**src/rtl/vamo_seq.sv**
```systemverilog
module vamo_seq #(
  parameter int ADDR_W = 32,
  parameter int VLMAX  = 8,
  localparam int IDX_W = $clog2(VLMAX),
  localparam int CNT_W = $clog2(VLMAX + 1)
) (
  input  logic              clk,
  input  logic              rst_n,
  input  logic              start,
  input  logic [3:0]        cmd_op,
  input  logic              cmd_wd,
  input  logic              cmd_masked,
  input  logic              cmd_w64,
  input  logic [CNT_W-1:0]  cmd_vl,
  input  logic [ADDR_W-1:0] cmd_base,
  output logic              busy,
  output logic              done,
  output logic [IDX_W-1:0]  er_idx,
  input  logic [63:0]       er_index,
  input  logic [63:0]       er_src,
  input  logic              er_mask,
  output logic              er_we,
  output logic [63:0]       er_wdata,
  output logic              mem_req,
  output logic              mem_we,
  output logic              mem_w64,
  output logic              mem_lock,
  output logic [ADDR_W-1:0] mem_addr,
  output logic [63:0]       mem_wdata,
  input  logic              mem_ack,
  input  logic [63:0]       mem_rdata
);
  localparam logic [CNT_W-1:0] VMAX = CNT_W'(VLMAX);

  typedef enum logic [2:0] {S_IDLE, S_SEL, S_RD, S_WR, S_TAIL} st_t;
  st_t st;

  logic [CNT_W-1:0]  cnt, vl_q;
  logic [3:0]        op_q;
  logic              wd_q, msk_q, w64_q, done_q;
  logic [ADDR_W-1:0] base_q, addr_q;
  logic [63:0]       src_q, old_q, new_q;

  logic [63:0] a_s, b_s, a_u, b_u, res;
  logic        b_lt_a_s, a_lt_b_s, b_lt_a_u, a_lt_b_u;

  assign a_s = w64_q ? mem_rdata : {{32{mem_rdata[31]}}, mem_rdata[31:0]};
  assign b_s = w64_q ? src_q     : {{32{src_q[31]}}, src_q[31:0]};
  assign a_u = w64_q ? mem_rdata : {32'b0, mem_rdata[31:0]};
  assign b_u = w64_q ? src_q     : {32'b0, src_q[31:0]};
  assign b_lt_a_s = $signed(b_s) < $signed(a_s);
  assign a_lt_b_s = $signed(a_s) < $signed(b_s);
  assign b_lt_a_u = b_u < a_u;
  assign a_lt_b_u = a_u < b_u;

  always_comb begin
    case (op_q)
      4'd1:    res = a_s + b_s;
      4'd2:    res = a_s ^ b_s;
      4'd3:    res = a_s & b_s;
      4'd4:    res = a_s | b_s;
      4'd5:    res = b_lt_a_s ? b_s : a_s;
      4'd6:    res = a_lt_b_s ? b_s : a_s;
      4'd7:    res = b_lt_a_u ? b_u : a_u;
      4'd8:    res = a_lt_b_u ? b_u : a_u;
      default: res = b_s;
    endcase
  end

  assign busy      = st != S_IDLE;
  assign done      = done_q;
  assign er_idx    = cnt[IDX_W-1:0];
  assign mem_req   = (st == S_RD) || (st == S_WR);
  assign mem_we    = st == S_WR;
  assign mem_lock  = mem_req;
  assign mem_w64   = w64_q;
  assign mem_addr  = addr_q;
  assign mem_wdata = new_q;
  assign er_we     = (st == S_WR && mem_ack && wd_q) || (st == S_TAIL && cnt < VMAX);
  assign er_wdata  = (st == S_TAIL) ? 64'b0 : old_q;

  always_ff @(posedge clk) begin
    if (!rst_n) begin
      st <= S_IDLE; cnt <= '0; vl_q <= '0; op_q <= '0;
      wd_q <= 1'b0; msk_q <= 1'b0; w64_q <= 1'b0; done_q <= 1'b0;
      base_q <= '0; addr_q <= '0; src_q <= '0; old_q <= '0; new_q <= '0;
    end else begin
      done_q <= 1'b0;
      case (st)
        S_IDLE: if (start) begin
          st     <= S_SEL;
          cnt    <= '0;
          vl_q   <= (cmd_vl > VMAX) ? VMAX : cmd_vl;
          op_q   <= cmd_op;
          wd_q   <= cmd_wd;
          msk_q  <= cmd_masked;
          w64_q  <= cmd_w64;
          base_q <= cmd_base;
        end
        S_SEL: begin
          if (cnt >= vl_q) st <= S_TAIL;
          else if (msk_q && !er_mask) cnt <= cnt + 1'b1;
          else begin
            addr_q <= base_q + er_index[ADDR_W-1:0];
            src_q  <= er_src;
            st     <= S_RD;
          end
        end
        S_RD: if (mem_ack) begin
          old_q <= a_s;
          new_q <= w64_q ? res : {32'b0, res[31:0]};
          st    <= S_WR;
        end
        S_WR: if (mem_ack) begin
          cnt <= cnt + 1'b1;
          st  <= S_SEL;
        end
        S_TAIL: begin
          if (cnt >= VMAX) begin
            st     <= S_IDLE;
            done_q <= 1'b1;
          end else cnt <= cnt + 1'b1;
        end
        default: st <= S_IDLE;
      endcase
    end
  end

  a_r8_rmw_pair: assert property (@(posedge clk) disable iff (!rst_n)
    (mem_req && !mem_we && mem_ack) |=> (mem_req && mem_we && mem_lock && $stable(mem_addr)));
  a_r8_hold_req: assert property (@(posedge clk) disable iff (!rst_n)
    (mem_req && !mem_ack) |=> (mem_req && $stable(mem_addr) && $stable(mem_we)));
  a_r9_done_pulse: assert property (@(posedge clk) disable iff (!rst_n)
    done |=> !done);
  a_r9_done_idle: assert property (@(posedge clk) disable iff (!rst_n)
    done |-> (!busy && !er_we && !mem_req));
  a_r10_idle_quiet: assert property (@(posedge clk) disable iff (!rst_n)
    !busy |-> (!mem_req && !er_we));
  a_r4_wb_at_write: assert property (@(posedge clk) disable iff (!rst_n)
    (er_we && er_wdata != 64'b0) |-> (mem_req && mem_we && mem_ack));
endmodule

```
**config.mk**
```make
export PLATFORM = sky130hd
export DESIGN_NAME = vamo_seq
export DESIGN_NICKNAME = d
export VERILOG_FILES = /design/src/rtl/vamo_seq.sv
export SDC_FILE = /design/constraint.sdc
export NUM_CORES = 1
export LEC_CHECK = 0
export CELL_PAD_IN_SITES_DETAIL_PLACEMENT = 0
export CELL_PAD_IN_SITES_GLOBAL_PLACEMENT = 1
export CORE_AREA = 2 2 248 250
export DETAILED_ROUTE_END_ITERATION = 12
export DIE_AREA = 0 0 250 252
export PLACE_DENSITY = 0.79
export SLEW_MARGIN = 10
export SYNTH_ARGS = -nofsm -noshare
export SYNTH_HDL_FRONTEND = slang
export SYNTH_SLANG_ARGS = --single-unit
export TNS_END_PERCENT = 1
```
**constraint.sdc**
```tcl
create_clock -name clk -period 6.2 [get_ports clk]
set_input_delay 1.55 -clock clk [delete_from_list [all_inputs] [get_ports clk]]
set_output_delay 1.55 -clock clk [all_outputs]
set_load 0.05 [all_outputs]
```
==> results of run 1 <==
[path summary, 6_finish.rpt]
path / startpoint / slack (ps) / cells past startpoint / end
hold / removal: old_q[26]$_SDFFE_PN0P_ / 450 / 2 / old_q[26]$_SDFFE_PN0P_
hold reg to reg: old_q[26]$_SDFFE_PN0P_ / 450 / 2 / old_q[26]$_SDFFE_PN0P_
setup / recovery: mem_rdata[31] / 490 / 17 / mem_wdata[38]$_SDFFE_PN0P_
setup reg to reg: mem_w64$_SDFFE_PN0P_ / 1130 / 15 / mem_wdata[38]$_SDFFE_PN0P_
[per-layer routing]
metal / up-vias / part of all wire [%]
met2: 941 / 45
met3: 157 / 7.6
met1: 12000 / 44
li1: 12400 / -
met5: - / 0.043
met4: 6 / 2.9
[metrics by stage]
step / total power (W) / util [%] / setup slack, ps / instances / hold slack, ps
6_report: 0.00974 / 49.4 / 489 / 4481 / 448
3_3_place_gp: 0.00759 / 47.5 / 86.6 / 4420 / 437
3_5_place_dp: 0.00759 / 47.5 / 52.0 / 4420 / 442
5_1_grt: 0.0103 / 49.4 / 306 / 4479 / 461
4_1_cts: 0.00975 / 49.4 / 621 / 4479 / 451
2_1_floorplan: 0.00558 / - / 983 / 3353 / 432
[area by class of cell]
class                   count  area (µm²)  area share, %
clock inverters            15         183          0.615
flip-flops and latches    275        5510           18.5
inverters                 209         790           2.66
multi-input cells        2625       16200           54.5
diodes                      2        5.00         0.0169
clock buffers              44         971           3.27
well taps                 782         978           3.29
repair buffers            529        5070           17.1
[registers in the layout, summed over array words and instances (netlist names)]
signal and cells:
mem_w64 1, old_q 64, vl_q 4, st 3, base_q 32, wd_q 1
done 1, cnt 4, op_q 4, msk_q 1, mem_wdata 64, mem_addr 32
src_q 64
[tightest hold or removal path, stage by stage (launching register included)]
cell and delay, ps:
dfxtp_1 300, nand2_1 50, a21oi_1 50
[cells in the final DEF, fill, tap and decap left out, types with 33 or more instances in the layout]
master           instances
nor2_1                 270
and2_1                  80
nor3_1                  48
a21oi_1                394
a211oi_1                46
o21ai_0                225
ha_1                   261
o211ai_1                34
a31oi_1                 37
inv_1                  206
dfxtp_1                274
nand2_1                575
nand4_1                 33
buf_4                  139
a221oi_1                86
nand3_1                100
a21o_1                  48
clkdlybuf4s50_1        376
clkbuf_16               36
[power by group]
group	leakage, nW	switching, W	internal [W]	total [W]
clock network	0.568	0.000865	0.00124	0.00210
registers	2.23	0.000214	0.00200	0.00221
logic	9.33	0.00352	0.00191	0.00543
total	12.1	0.00460	0.00515	0.00974
[logic make-up after synthesis]
family                     Yosys count
AOI/OAI and AO/OA                 1051
xor gates and xnor gates            52
adders and majority gates          263
buffers and inverters              453
DFF                                275
muxes                               13
and+or+nand+nor                   1246
==> key figures, run 1 <==
Critical path
  • Crit path kind: primary input to flop
  • CP endpoint kind: flop
  • CP max stage cell: or4_1
  • Worst endpoint required time: 6630 ps
  • Crit path top cell by count: buf_4
  • Max FO, Critical Path: 6
  • Startpoint type of the worst setup path: primary input
  • Crit-path max cell delay: 690 ps
  • CP top delay family: simple AND/OR/NAND/NOR gates
  • CP cell instances: clkdlybuf4s50_1 -> inv_1 -> nor2_2 -> buf_4 -> nor2_1 -> ha_1 -> or4_1 -> or3_1 -> nand2b_4 -> nor3_4 -> o21ai_2 -> a32oi_2 -> and3_1 -> buf_4 -> o2111ai_1 -> a221oi_1 -> a21oi_1
  • CP bufs+invs: 4
  • Critical Path AT: roughly 6000 ps

GRT
  • First-pass GRT wire length: approximately 140 mm
  • Met3 Use GR: 5.55%
  • GRT Total Usage: between 20% and 30%
  • Antenna violations before repair: 6
  • Congestion Overflow GR: 0
  • Vias in the first global route: 24800
  • GRT Max-Usage Layer: met2
  • Largest net degree at the start of global routing: 96
  • Met2 Track Usage GR: 47.2%
  • M1 GR Usage: 37.9%

STA
  • Final Slew Violations: 0
  • Worst Skew: 23.3 ps
  • Count of final setup violators: 0
  • RSZ-0062 raised after global routing: false
  • Final worst path period need: ~5700 ps
  • Period utilization: between 90% and 100%
  • Worst slew pin tran: 1300 ps
  • Final Hold Vio Count: 0
  • Setup_tns: 0 ps
  • Normalized max-slew margin: 13.2%
  • Fmax: 0.175 GHz

Logic synthesis
  • Netlist area before placement: 0.0234 mm²
  • FFs w/ async S/R, synth: 0%
  • Sequential area share after synthesis: 23.5%
  • Synth top cells by count: 578 x nand2_1, 394 x a21oi_1, 275 x dfxtp_1
  • Synth Area in Adders: between 10% and 20%
  • Synth cell types: 86
  • Largest area contributor in the netlist: dfxtp_1
  • Yosys warning total: 0
  • Syn Nets: 3856
  • Yosys top cell area share: between 20% and 30%
  • Post-synth EDFFs: 0
  • Avg Inst Size Synth: 6.98 µm²
  • Synth area leaders: dfxtp_1 24%, ha_1 14%, nand2_1 9.3%, a21oi_1 8.4%, o21ai_0 4.8%
  • Post-Synth XOR/XNOR Area: 1.95%
  • Combinational family with the most area after synthesis: compound AO/OA/AOI/OAI gates
  • Post-Synth Simple-Gate Area: 23.9%
  • Ys flop type: dfxtp_1
  • Complex-gate fraction of the synthesized area: roughly 28%
  • Post-synthesis mux area share: 0.567%
  • Seq cells post-synth: 275
  • Gate Count Post-Synth: 3353
  • Top-count cell post-synth: nand2_1

Pwr
  • Leak: 12.1 nW
  • Power density over the cells: 328 mW/mm²
  • Peak supply drop: 288 µV

Clock network
  • Clk root buf: clkbuf_16
  • Clock Latency Late Sink: 570 ps
  • Clock slew at reported path FFs: 60 ps
  • Post-CTS setup buffer count: 0
  • Max Root-Sink Buffers: 3
  • CTS tree: yes
  • Clock sinks: 275
  • Post-CTS sizing: 0
  • CTS Buf Count: 35
  • Htree depth: 2
  • # hold bufs at CTS: 0

Finish
  • Final nets: 4178
  • Final instance area: roughly 0.030 mm²
  • Area growth syn-to-layout: 26.9%
  • Fillers: 6195
  • Share of layout cells above drive strength 1: 7.52%

Die
  • Die height: 252 µm
  • # rows: 90
  • IO Pins: 410
  • Die X: 250 µm
  • Initial Util: around 39%
  • Die area: 0.0630 mm²
  • CORE AREA: 0.0601 mm²

Hold path
  • Worst Hold Class: flop to flop

Route
  • Routed wire length: 93.0 mm
  • Initial DRC Count: 1993
  • Via Count: roughly 25000
  • Post-DR vias/cell: 5.69
  • Drt wl/cell: 20.8 µm
  • DRC Markers: 0
  • Antenna-violating nets left: 0
  • First-pass DRT Iterations: 6

Placed design
  • Routability congestion estimate: 0.957
  • Post-Place Cell Area: roughly 0.029 mm²
  • Number of port buffers: 377
  • Post-DP HPWL: 68.0 mm

Job
  • Max-cap violations: 0

Outcome
  • Status: complete, no violations
(Power assumes the default switching activity.)
==> run 2, diff against run 1 <==
--- a/config.mk
+++ b/config.mk
@@ -10,6 +10,7 @@
 export CORE_AREA = 2 2 248 250
 export DETAILED_ROUTE_END_ITERATION = 12
 export DIE_AREA = 0 0 250 252
+export GPL_TIMING_DRIVEN = 1
 export PLACE_DENSITY = 0.79
 export SLEW_MARGIN = 10
 export SYNTH_ARGS = -nofsm -noshare
==> results of run 2 <==
The final DEF is identical to that of run 1; final timing and power are the same.
